**config.mk**
```make
export PLATFORM = sky130hd
export DESIGN_NAME = gatedDescDma
export DESIGN_NICKNAME = d
export VERILOG_FILES = /design/src/rtl/dmaPkg.sv /design/src/rtl/descFifo.sv /design/src/rtl/dmaDatapath.sv /design/src/rtl/dmaCtrl.sv /design/src/rtl/irqCoalesce.sv /design/src/rtl/gatedDescDma.sv
export SDC_FILE = /design/constraint.sdc
export NUM_CORES = 1
export LEC_CHECK = 0
export CAP_MARGIN = 0
export CORE_ASPECT_RATIO = 0.9
export CORE_MARGIN = 2
export CORE_UTILIZATION = 59
export CTS_CLUSTER_DIAMETER = 80
export DETAILED_ROUTE_END_ITERATION = 12
export HOLD_SLACK_MARGIN = 0.12
export PLACE_DENSITY = 0.86
export SETUP_SLACK_MARGIN = 0.2
export SKIP_LAST_GASP = 1
export SYNTH_ARGS = -nofsm -noshare
export SYNTH_HDL_FRONTEND = slang
export SYNTH_SLANG_ARGS = --single-unit
```
**constraint.sdc**
```tcl
create_clock -name clk -period 8 [get_ports clk]
set_clock_uncertainty 0.1 [all_clocks]
set_input_delay 0.8 -clock clk [delete_from_list [all_inputs] [get_ports clk]]
set_output_delay 0.8 -clock clk [all_outputs]
set_load 0.05 [all_outputs]
```
**src/rtl/dmaPkg.sv**
```systemverilog
package dmaPkg;

  typedef enum logic [2:0] {
    ST_IDLE,
    ST_ARB,
    ST_RDREQ,
    ST_WRREQ,
    ST_DONE
  } dmaState_t;

  // Strobes from control to datapath
  typedef struct packed {
    logic load;     // pop both queue heads into the working registers
    logic capture;  // latch read data
    logic advance;  // step addresses, decrement remaining count
    logic done;     // packet retired
  } dmaStrobe_t;

endpackage

```
**src/rtl/descFifo.sv**
```systemverilog
module descFifo #(
  parameter int W     = 16,
  parameter int DEPTH = 4
) (
  input  logic         clk,
  input  logic         rstN,
  input  logic         push,
  input  logic [W-1:0] pushData,
  input  logic         pop,
  output logic [W-1:0] head,
  output logic         full,
  output logic         empty,
  output logic         overflow
);
  localparam int AW = (DEPTH > 1) ? $clog2(DEPTH) : 1;
  localparam int CW = $clog2(DEPTH + 1);

  logic [W-1:0]  mem [DEPTH];
  logic [AW-1:0] wrPtr, rdPtr;
  logic [CW-1:0] count;
  logic          doPush, doPop;

  assign full   = (count == CW'(DEPTH));
  assign empty  = (count == '0);
  assign doPush = push && !full;
  assign doPop  = pop && !empty;
  assign head   = mem[rdPtr];

  function automatic logic [AW-1:0] bump(input logic [AW-1:0] p);
    return (p == AW'(DEPTH - 1)) ? '0 : p + 1'b1;
  endfunction

  always_ff @(posedge clk) begin
    if (doPush) mem[wrPtr] <= pushData;
  end

  always_ff @(posedge clk) begin
    if (!rstN) begin
      wrPtr    <= '0;
      rdPtr    <= '0;
      count    <= '0;
      overflow <= 1'b0;
    end else begin
      if (doPush) wrPtr <= bump(wrPtr);
      if (doPop)  rdPtr <= bump(rdPtr);
      case ({doPush, doPop})
        2'b10:   count <= count + 1'b1;
        2'b01:   count <= count - 1'b1;
        default: count <= count;
      endcase
      if (push && full) overflow <= 1'b1;
    end
  end
endmodule

```
**src/rtl/dmaDatapath.sv**
```systemverilog
module dmaDatapath
  import dmaPkg::*;
#(
  parameter int ADDR_W = 16,
  parameter int DATA_W = 32,
  parameter int LEN_W  = 8,
  parameter int DEPTH  = 4
) (
  input  logic              clk,
  input  logic              rstN,
  input  dmaStrobe_t        st,
  input  logic              srcPush,
  input  logic [ADDR_W-1:0] srcPushAddr,
  input  logic [LEN_W-1:0]  srcPushLen,
  input  logic              dstPush,
  input  logic [ADDR_W-1:0] dstPushAddr,
  input  logic [DATA_W-1:0] rdData,
  output logic              srcFull,
  output logic              srcEmpty,
  output logic              dstFull,
  output logic              dstEmpty,
  output logic              srcOverflow,
  output logic              dstOverflow,
  output logic [ADDR_W-1:0] rdAddr,
  output logic [ADDR_W-1:0] wrAddr,
  output logic [DATA_W-1:0] wrData,
  output logic              remZero
);
  localparam int SRC_W = ADDR_W + LEN_W;

  logic [SRC_W-1:0]  srcHead;
  logic [ADDR_W-1:0] dstHead;
  logic [ADDR_W-1:0] srcPtr, dstPtr;
  logic [LEN_W-1:0]  remaining;
  logic [DATA_W-1:0] dataReg;

  descFifo #(.W(SRC_W), .DEPTH(DEPTH)) uSrcQ (
    .clk(clk), .rstN(rstN), .push(srcPush),
    .pushData({srcPushAddr, srcPushLen}), .pop(st.load),
    .head(srcHead), .full(srcFull), .empty(srcEmpty), .overflow(srcOverflow)
  );

  descFifo #(.W(ADDR_W), .DEPTH(DEPTH)) uDstQ (
    .clk(clk), .rstN(rstN), .push(dstPush),
    .pushData(dstPushAddr), .pop(st.load),
    .head(dstHead), .full(dstFull), .empty(dstEmpty), .overflow(dstOverflow)
  );

  always_ff @(posedge clk) begin
    if (!rstN) begin
      srcPtr    <= '0;
      dstPtr    <= '0;
      remaining <= '0;
      dataReg   <= '0;
    end else begin
      if (st.load) begin
        srcPtr    <= srcHead[SRC_W-1:LEN_W];
        remaining <= srcHead[LEN_W-1:0];
        dstPtr    <= dstHead;
      end
      if (st.capture) dataReg <= rdData;
      if (st.advance) begin
        srcPtr    <= srcPtr + 1'b1;
        dstPtr    <= dstPtr + 1'b1;
        remaining <= remaining - 1'b1;
      end
    end
  end

  assign rdAddr  = srcPtr;
  assign wrAddr  = dstPtr;
  assign wrData  = dataReg;
  assign remZero = (remaining == '0);
endmodule

```
**src/rtl/dmaCtrl.sv**
```systemverilog
module dmaCtrl
  import dmaPkg::*;
(
  input  logic       clk,
  input  logic       rstN,
  input  logic       block,
  input  logic       srcEmpty,
  input  logic       dstEmpty,
  input  logic       remZero,
  input  logic       rdAck,
  input  logic       wrAck,
  output dmaStrobe_t st,
  output logic       rdReq,
  output logic       wrReq,
  output logic       busy
);
  dmaState_t state, nextState;

  always_comb begin
    st        = '0;
    nextState = state;
    case (state)
      ST_IDLE:
        if (!srcEmpty && !dstEmpty && !block) begin
          st.load   = 1'b1;
          nextState = ST_ARB;
        end
      ST_ARB:
        if (remZero)     nextState = ST_DONE;
        else if (!block) nextState = ST_RDREQ;
      ST_RDREQ:
        if (rdAck) begin
          st.capture = 1'b1;
          nextState  = ST_WRREQ;
        end
      ST_WRREQ:
        if (wrAck) begin
          st.advance = 1'b1;
          nextState  = ST_ARB;
        end
      ST_DONE: begin
        st.done   = 1'b1;
        nextState = ST_IDLE;
      end
      default: nextState = ST_IDLE;
    endcase
  end

  always_ff @(posedge clk) begin
    if (!rstN) state <= ST_IDLE;
    else       state <= nextState;
  end

  assign rdReq = (state == ST_RDREQ);
  assign wrReq = (state == ST_WRREQ);
  assign busy  = (state != ST_IDLE);
endmodule

```
**src/rtl/irqCoalesce.sv**
```systemverilog
module irqCoalesce #(
  parameter int CNT_W = 8,
  parameter int TMO_W = 12
) (
  input  logic             clk,
  input  logic             rstN,
  input  logic             done,
  input  logic [CNT_W-1:0] coalThresh,
  input  logic [TMO_W-1:0] coalTimeout,
  output logic             irq
);
  logic [CNT_W-1:0] pending;
  logic [TMO_W-1:0] quiet;
  logic [CNT_W:0]   pendNext;
  logic [TMO_W:0]   quietNext;
  logic             hitCount, hitTime;

  assign pendNext  = {1'b0, pending} + 1'b1;
  assign quietNext = {1'b0, quiet} + 1'b1;
  assign hitCount  = done && (pendNext >= {1'b0, coalThresh});
  assign hitTime   = !done && (pending != '0) && (quietNext >= {1'b0, coalTimeout});

  always_ff @(posedge clk) begin
    if (!rstN) begin
      pending <= '0;
      quiet   <= '0;
      irq     <= 1'b0;
    end else begin
      irq <= hitCount || hitTime;
      if (hitCount || hitTime) begin
        pending <= '0;
        quiet   <= '0;
      end else if (done) begin
        pending <= pendNext[CNT_W-1:0];
        quiet   <= '0;
      end else if (pending != '0) begin
        quiet <= quietNext[TMO_W-1:0];
      end
    end
  end
endmodule

```
**src/rtl/gatedDescDma.sv**
```systemverilog
module gatedDescDma
  import dmaPkg::*;
#(
  parameter int ADDR_W = 16,
  parameter int DATA_W = 32,
  parameter int LEN_W  = 8,
  parameter int DEPTH  = 4,
  parameter int CNT_W  = 8,
  parameter int TMO_W  = 12
) (
  input  logic              clk,
  input  logic              rstN,
  input  logic              block,
  input  logic              srcPush,
  input  logic [ADDR_W-1:0] srcPushAddr,
  input  logic [LEN_W-1:0]  srcPushLen,
  input  logic              dstPush,
  input  logic [ADDR_W-1:0] dstPushAddr,
  input  logic [CNT_W-1:0]  coalThresh,
  input  logic [TMO_W-1:0]  coalTimeout,
  output logic              srcFull,
  output logic              srcEmpty,
  output logic              dstFull,
  output logic              dstEmpty,
  output logic              srcOverflow,
  output logic              dstOverflow,
  output logic              dstStarved,
  output logic              dataRdy,
  output logic              rdReq,
  output logic [ADDR_W-1:0] rdAddr,
  input  logic              rdAck,
  input  logic [DATA_W-1:0] rdData,
  output logic              wrReq,
  output logic [ADDR_W-1:0] wrAddr,
  output logic [DATA_W-1:0] wrData,
  input  logic              wrAck,
  output logic              irq
);
  dmaStrobe_t strobe;
  logic       remZero;
  logic       busy;

  dmaCtrl uCtrl (
    .clk(clk), .rstN(rstN), .block(block),
    .srcEmpty(srcEmpty), .dstEmpty(dstEmpty), .remZero(remZero),
    .rdAck(rdAck), .wrAck(wrAck),
    .st(strobe), .rdReq(rdReq), .wrReq(wrReq), .busy(busy)
  );

  dmaDatapath #(.ADDR_W(ADDR_W), .DATA_W(DATA_W), .LEN_W(LEN_W), .DEPTH(DEPTH)) uPath (
    .clk(clk), .rstN(rstN), .st(strobe),
    .srcPush(srcPush), .srcPushAddr(srcPushAddr), .srcPushLen(srcPushLen),
    .dstPush(dstPush), .dstPushAddr(dstPushAddr), .rdData(rdData),
    .srcFull(srcFull), .srcEmpty(srcEmpty), .dstFull(dstFull), .dstEmpty(dstEmpty),
    .srcOverflow(srcOverflow), .dstOverflow(dstOverflow),
    .rdAddr(rdAddr), .wrAddr(wrAddr), .wrData(wrData), .remZero(remZero)
  );

  irqCoalesce #(.CNT_W(CNT_W), .TMO_W(TMO_W)) uCoal (
    .clk(clk), .rstN(rstN), .done(strobe.done),
    .coalThresh(coalThresh), .coalTimeout(coalTimeout), .irq(irq)
  );

  assign dataRdy    = !srcEmpty || busy;
  assign dstStarved = !srcEmpty && dstEmpty;
endmodule

```
# After elaboration in Yosys (flattened, before gate mapping)
# Memory sizes are Yosys's and may differ from the RTL's. A register that Yosys moved wholly into a read port is not among the register bits.
# Cells that the tools add are included.
[totals] out_inout_bits=75 elab_cells=117 latchBits=0 romBits=0 ff_bits=112 ram_bits=160 memories=2
[classes] div_mod_pow=0 n_bitwise=1 n_reduce_logical=32 shifts=0 muxes=33 n_eq_ne=18 n_lt_le_gt_ge=2 n_addsub=13 mul=0
[mem_list] name="uPath.uSrcQ.mem" depth=4 width=24 read_ports=1 rd_ports_with_merged_regs=1 wr=1 line_no="descFifo.sv:18" rtl="logic [W-1:0] mem [DEPTH];"
[mem_list] name="uPath.uDstQ.mem" depth=4 width=16 read_ports=1 rd_ports_with_merged_regs=1 wr=1 line_no="descFifo.sv:18"
[ops] cell="16-bit 2-to-1 mux" n=4
[ops] cell="16-bit by 1-bit adder with 16-bit output, second input constant" n=2
[ops] cell="2-bit 2-to-1 mux" n=8
[ops] cell="8-bit 2-to-1 mux" n=2
[ops] cell="3-bit 2-to-1 mux" n=5
[ops] cell="12-bit by 1-bit adder with 13-bit output, second input constant" n=1
[ops] cell="13-bit by 12-bit >= comparator with 1-bit output" n=1
[ops] cell="2-bit == test, second input constant" n=6
[ops] cell="1-bit logical AND" n=12
[ops] cell="3-bit case mux with 2 select lines" n=2
[ops] cell="3-bit case mux with 4 select lines" n=1
[ops] cell="1-bit 2-to-1 mux" n=11
[ops] cell="8-bit by 1-bit adder with 9-bit output, second input constant" n=1
[ops] cell="3-bit == test, second input constant" n=3
[ops] cell="9-bit by 8-bit >= comparator with 1-bit output" n=1
[ops] cell="3-bit zero test" n=3
[ops] cell="2-bit by 1-bit adder with 2-bit output, second input constant" n=4
[ops] cell="8-bit zero test" n=1
[ops] cell="8-bit nonzero test" n=1
[ops] cell="8-bit by 1-bit subtractor with 8-bit output, second input constant" n=1
[ops] cell="3-bit by 1-bit adder with 3-bit output, second input constant" n=2
[ops] cell="3-bit by 2-bit == test with 1-bit output, second input constant" n=2
[ops] cell="1-bit zero test" n=6
[ops] cell="2-bit by 1-bit inequality test with 1-bit output, second input constant" n=3
[ops] cell="other kinds (11)" n=16

# Depth between registers and ports, before layout
[logic_depth] ltp_word=9 ltp_mapped=12

# Hierarchy
# Synthesis repeated with hierarchy kept, for this count alone.
[unflattened] cells_unflattened=941 area_unflattened_um2=12364.4
[modules_own_cells] mod="descFifo at uPath.uSrcQ" n_inst=1 cells_per_inst=185 seq_area_each_um2=3083.0 area_per_inst_um2=4028.9
[modules_own_cells] mod="dmaDatapath" n_inst=1 cells_per_inst=380 seq_area_each_um2=1441.4 area_per_inst_um2=3503.4
[modules_own_cells] mod="descFifo at uPath.uDstQ" n_inst=1 cells_per_inst=143 seq_area_each_um2=2122.0 area_per_inst_um2=2871.5
[modules_own_cells] mod="irqCoalesce" n_inst=1 cells_per_inst=205 seq_area_each_um2=420.4 area_per_inst_um2=1727.9
[modules_own_cells] mod="dmaCtrl" n_inst=1 cells_per_inst=26 seq_area_each_um2=60.1 area_per_inst_um2=220.2
[modules_own_cells] mod="gatedDescDma" n_inst=1 cells_per_inst=2 seq_area_each_um2=0.0 area_per_inst_um2=12.5

# Least setup slack after synthesis
# OpenSTA, ideal clock, no wires.
[synth_path] path_kind="input -> register" from="input block" to="register uPath.uSrcQ.count[2]" slack_ps=4936 cell_stages=11 arrival_time_ps=2894 cell_sequence="inv_1 nand4_1 inv_1 clkbuf_1 buf_1 ha_1 inv_1 fa_1 xor2_1 or3_1 a21oi_1"
[synth_via] elab_chain_cells=7 elab_cells_between_ends=9 cone_classes="eq/ne (2); mux (3); reduce/logical (4)"
[synth_rtl] item="start: declaration" line_no="gatedDescDma.sv:13" rtl="input logic block,"
[synth_rtl] item="1-bit zero test *" line_no="dmaCtrl.sv:24" rtl="if (!srcEmpty && !dstEmpty && !block) begin"
[synth_rtl] item="1-bit logical AND *" line_no="dmaCtrl.sv:24"
[synth_rtl] item="1-bit 2-to-1 mux *" line_no="dmaCtrl.sv:24"
[synth_rtl] item="1-bit 2-to-1 mux *" line_no="dmaCtrl.sv:22" rtl="case (state)"
[synth_rtl] item="1-bit logical AND *" line_no="descFifo.sv:26" rtl="assign doPop = pop && !empty;"
[synth_rtl] item="via uPath.uSrcQ.doPop" line_no="descFifo.sv:21" rtl="logic doPush, doPop;"
[synth_rtl] item="2-bit by 1-bit == test with 1-bit output / 2-bit == test (equally long branches)" line_no="descFifo.sv:46" rtl="case ({doPush, doPop})"
[synth_rtl] item="3-bit case mux with 2 select lines / 2-bit nonzero test (equally long branches)"
[synth_rtl] item="end signal: assignment" line_no="descFifo.sv:47" rtl="2'b10: count <= count + 1'b1;"
[synth_rtl] item="end signal: assignment" line_no="descFifo.sv:48" rtl="2'b01: count <= count - 1'b1;"
[synth_rtl] item="end signal: assignment" line_no="descFifo.sv:49" rtl="default: count <= count;"
[synth_rtl] item="end: declaration" line_no="descFifo.sv:20" rtl="logic [CW-1:0] count;"
# Mark *: on every way through the listed nets, which the timed path passes. The rest lies on a longest branch.
# A chain may end at the register's enable or synchronous reset.

# Worst setup path after layout
[layout_path] from="register uCoal.quiet[0]" to="register uCoal.pending[6]"
[layout_via] elab_chain_cells=5
[layout_rtl] item="start: declaration" line_no="irqCoalesce.sv:13" rtl="logic [TMO_W-1:0] quiet;"
[layout_rtl] item="start signal: assignment" line_no="irqCoalesce.sv:37" rtl="quiet <= quietNext[TMO_W-1:0];"
[layout_rtl] item="12-bit by 1-bit adder with 13-bit output" line_no="irqCoalesce.sv:19" rtl="assign quietNext = {1'b0, quiet} + 1'b1;"
[layout_rtl] item="via uCoal.quietNext[10]" line_no="irqCoalesce.sv:15" rtl="logic [TMO_W:0] quietNext;"
[layout_rtl] item="13-bit by 12-bit >= comparator with 1-bit output" line_no="irqCoalesce.sv:21" rtl="assign hitTime = !done && (pending != '0) && (quietNext >= {1'b0, coalTimeout});"
[layout_rtl] item="1-bit logical AND" line_no="irqCoalesce.sv:21"
[layout_rtl] item="1-bit logical OR" line_no="irqCoalesce.sv:30" rtl="if (hitCount || hitTime) begin"
[layout_rtl] item="2-bit OR reduction (no source line)"
[layout_rtl] item="end signal: assignment" line_no="irqCoalesce.sv:34" rtl="pending <= pendNext[CNT_W-1:0];"
[layout_rtl] item="end: declaration" line_no="irqCoalesce.sv:12" rtl="logic [CNT_W-1:0] pending;"
# The timed path passes the listed nets, and every way through them passes these cells.

==> flow_summary_export.csv <==
group,metric,value,unit
status,outcome,"finished clean",
die,dieArea,21100,sq um
yosys,synth.top_cell.area_share,40.8,%
die,die_y,138,microns
yosys,synthCells,971,
routing,routedWlPerCell,19.0,microns
timing,max_freq,0.300,GHz
timing,worstMarginPinSlew,1.14,ns
yosys,synth_nets,1110,
final_layout,final_area,14700,sq um
timing,fin_crit,3.33,ns
place,place_hpwl,17.3,mm
place,gp_congestion,0.856,
routing,first_pass_iters,5,
critical_path,cp_data_arrival_time,3.68,ns
timing,post-route-period-util,41.6,%
clocking,cts_tree,"done",
critical_path,endpoint_kind,"flop",
timing,slew_headroom,23.2,%
final_layout,nets,1276,
yosys,yosysSeqAreaShare,60.5,%
clocking,insertion_delay,0.55,ns
timing,finalSetupViolCount,0,
routing,drt-total-wl,26.8,mm
global_route,grt_max_degree,46,
final_layout,final-seq-area,7130,sq um
timing,final_hold_viol_count,0,
clocking,post_cts_buffers,0,
final_layout,n_antenna_cell,0,
global_route,antenna_found_initial,0,
routing,drtIter0Drc,839,
power_and_ir_drop,p_per_area,273,nW/um^2
flow_run,max_cap_violations,0,
yosys,syn_area_per_cell,12.1,sq um
final_layout,layout_common_cells,"173 x clkdlybuf4s50_1, 160 x edfxtp_1, 116 x dfxtp_1",
final_layout,drive_gt1_share,9.32,%
yosys,synth_top_cell_by_area,"edfxtp_1",
yosys,synthDistinctLibCells,63,
die,core-area,19800,sq um
critical_path,path_max_fanout,20,
critical_path,path_buf_inv,0,
global_route,first_global_vias,8146,
critical_path,cp_top_family,"simple AND/OR/NAND/NOR gates",
power_and_ir_drop,ir_worst_vdd,0.214,mV
critical_path,crit_chain,"ha_1, nand3_1, nor2_1, and3_1, xor2_1, ha_1, a21oi_1, nor2b_1, o31ai_1, nand4b_2, o21ai_1",
yosys,ys_seq_elements,276,
place,io_buffers,173,
critical_path,required,8.35,ns
place,postPlaceCellArea,13700,sq um
die,die_w,153,microns
final_layout,syn_to_final_growth,24.3,%
clocking,cts_root_buffer,"clkbuf_16",
final_layout,multi_input_area,4270,sq um
clocking,cts.sinks,276,
timing,finalMaxSlewViolations,0,
clocking,cts_resized,0,
clocking,cts_hold_buf,0,
yosys,synth_edf_count,160,
clocking,cts.clk_slew.worst_paths,0.06,ns
critical_path,crit_path_frequent_cell,"ha_1",
global_route,grt_pass1_wl,42.6,mm
routing,ant_nets,0,
routing,drc,0,
die,io_pins,174,
critical_path,start_kind,"flop",
yosys,synthTopCellsByArea,"edfxtp_1 41%, dfxtp_1 20%, mux4_2 7.6%",
die,rows,49,
routing,routed_via_density,5.92,
die,start_util,59.5,%
yosys,synthArstFlopShare,0,%
final_layout,final.fill_count,1283,
yosys,syn-cell-area,11800,sq um
critical_path,cp_slowest_stage_delay,0.50,ns
global_route,gr-usage-all-layers,25.0,%
clocking,cts_buffer_depth,3,
timing,rsz0062_at_grt,"false",
clocking,numCtsBuffers,28,
routing,vias,8373,
clocking,cts_max_level,1,
worst_hold_path,hold_class,"flop to flop",
critical_path,path_class,"flop to flop",
global_route,grt_overflow,0,
final_layout,layout_commonest_cell,"clkdlybuf4s50_1",
power_and_ir_drop,leakage,5.14,nW
yosys,ys.flop_type,"edfxtp_1",
yosys,yosysWarningCount,0,
critical_path,slowest_stage,"nand4b_2",
timing,finalSetupTns,0,ns
-- registers in the layout (all words and copies together) (netlist names), named ones only --
register / count
uPath.uDstQ.rdPtr: 2
uPath.remaining: 8
uPath.uSrcQ.rdPtr: 2
uPath.rdAddr: 16
uPath.uSrcQ.overflow: 1
uPath.uDstQ.overflow: 1
uCoal.irq: 1
uPath.uSrcQ.wrPtr: 2
uPath.wrData: 32
uCoal.pending: 8
uPath.wrAddr: 16
uPath.uDstQ.count: 3
uPath.uDstQ.mem: 64
uPath.uSrcQ.mem: 96
uPath.uSrcQ.count: 3
uPath.uDstQ.wrPtr: 2
uCtrl.state: 3
uCoal.quiet: 12
-- Yosys cell counts, types with 4 or more instances --
cell      instances
edfxtp_1        160
dfxtp_1         116
nand2_1         109
a21oi_1          79
nor2_1           64
inv_1            49
clkbuf_1         40
mux4_2           40
ha_1             38
o21ai_0          33
nand3_1          22
and3_1           21
nor3_1           21
xnor2_1          14
xor2_1           14
a311oi_1         11
nand4_1          10
a211oi_1          9
a31oi_1           8
and2_1            8
nor4_1            8
or3_1             8
o31ai_1           7
nor3b_1           6
o21ai_1           6
buf_2             5
nand2b_1          5
or2_2             5
buf_1             4
-- metal layers --
layer | GRT usage, % | vias up | part of all wire [%]
met1 | 34.6 | 4009 | 42
met5 | 0 | - | 0
met2 | 42.2 | 381 | 49
li1 | - | 3926 | -
met3 | 3.92 | 57 | 7.4
met4 | 5.90 | 0 | 2.0
-- logic make-up after synthesis --
family / synth area share (%)
and+or+nand+nor: 12.4
AOI/OAI and AO/OA: 9.58
DFF: 60.5
muxes: 7.84
xor gates and xnor gates: 2.08
buffers and inverters: 3.30
adders and majority gates: 4.37
-- where the power goes --
group	switching, mW	leakage (nW)	total, mW	internal [mW]
logic	0.590	2.28	0.965	0.376
clock network	0.528	0.451	1.28	0.756
registers	0.109	2.41	1.75	1.64
-- area by class of cell --
class / count / share of cell area (%)
multi-input cells: 595 / 29.1
flip-flops and latches: 276 / 48.6
clock inverters: 13 / 0.854
clock buffers: 39 / 5.41
repair buffers: 186 / 12.5
inverters: 50 / 1.28
well taps: 255 / 2.18
-- worst paths after layout --
kind	startpoint	end	slack [ns]	cells past startpoint
setup / recovery	uCoal.quiet[0]$_SDFFE_PP0N_	uCoal.pending[6]$_SDFFE_PP0P_	4.67	11
hold / removal	uPath.wrData[3]$_SDFFE_PN0P_	uPath.wrData[3]$_SDFFE_PN0P_	0.35	2
setup reg to reg	uCoal.quiet[0]$_SDFFE_PP0N_	uCoal.pending[6]$_SDFFE_PP0P_	4.67	11
hold reg to reg	uPath.wrData[3]$_SDFFE_PN0P_	uPath.wrData[3]$_SDFFE_PN0P_	0.35	2
-- metrics by stage --
| stage | worst slack, ns | power (mW) | hold WS (ns) | util, % | std cells |
|---|---|---|---|---|---|
| 2_1_floorplan | 4.94 | 2.40 | 0.339 | - | 971 |
| 3_3_place_gp | 4.44 | 2.70 | 0.342 | 69.3 | 1362 |
| 3_5_place_dp | 4.41 | 2.73 | 0.348 | 69.3 | 1362 |
| 4_1_cts | 4.67 | 4.01 | 0.355 | 74.0 | 1414 |
| 5_1_grt | 4.43 | 4.16 | 0.369 | 74.0 | 1414 |
| 6_report | 4.67 | 4.00 | 0.352 | 74.0 | 1414 |
-- worst register-to-register path, stage by stage, from the launching register on --
cell      delay [ns]
dfxtp_1         0.41
ha_1            0.23
nand3_1         0.20
nor2_1          0.34
and3_1          0.23
xor2_1          0.15
ha_1            0.25
a21oi_1         0.14
nor2b_1         0.06
o31ai_1         0.34
nand4b_2        0.50
o21ai_1         0.30
(Power assumes the default switching activity.)
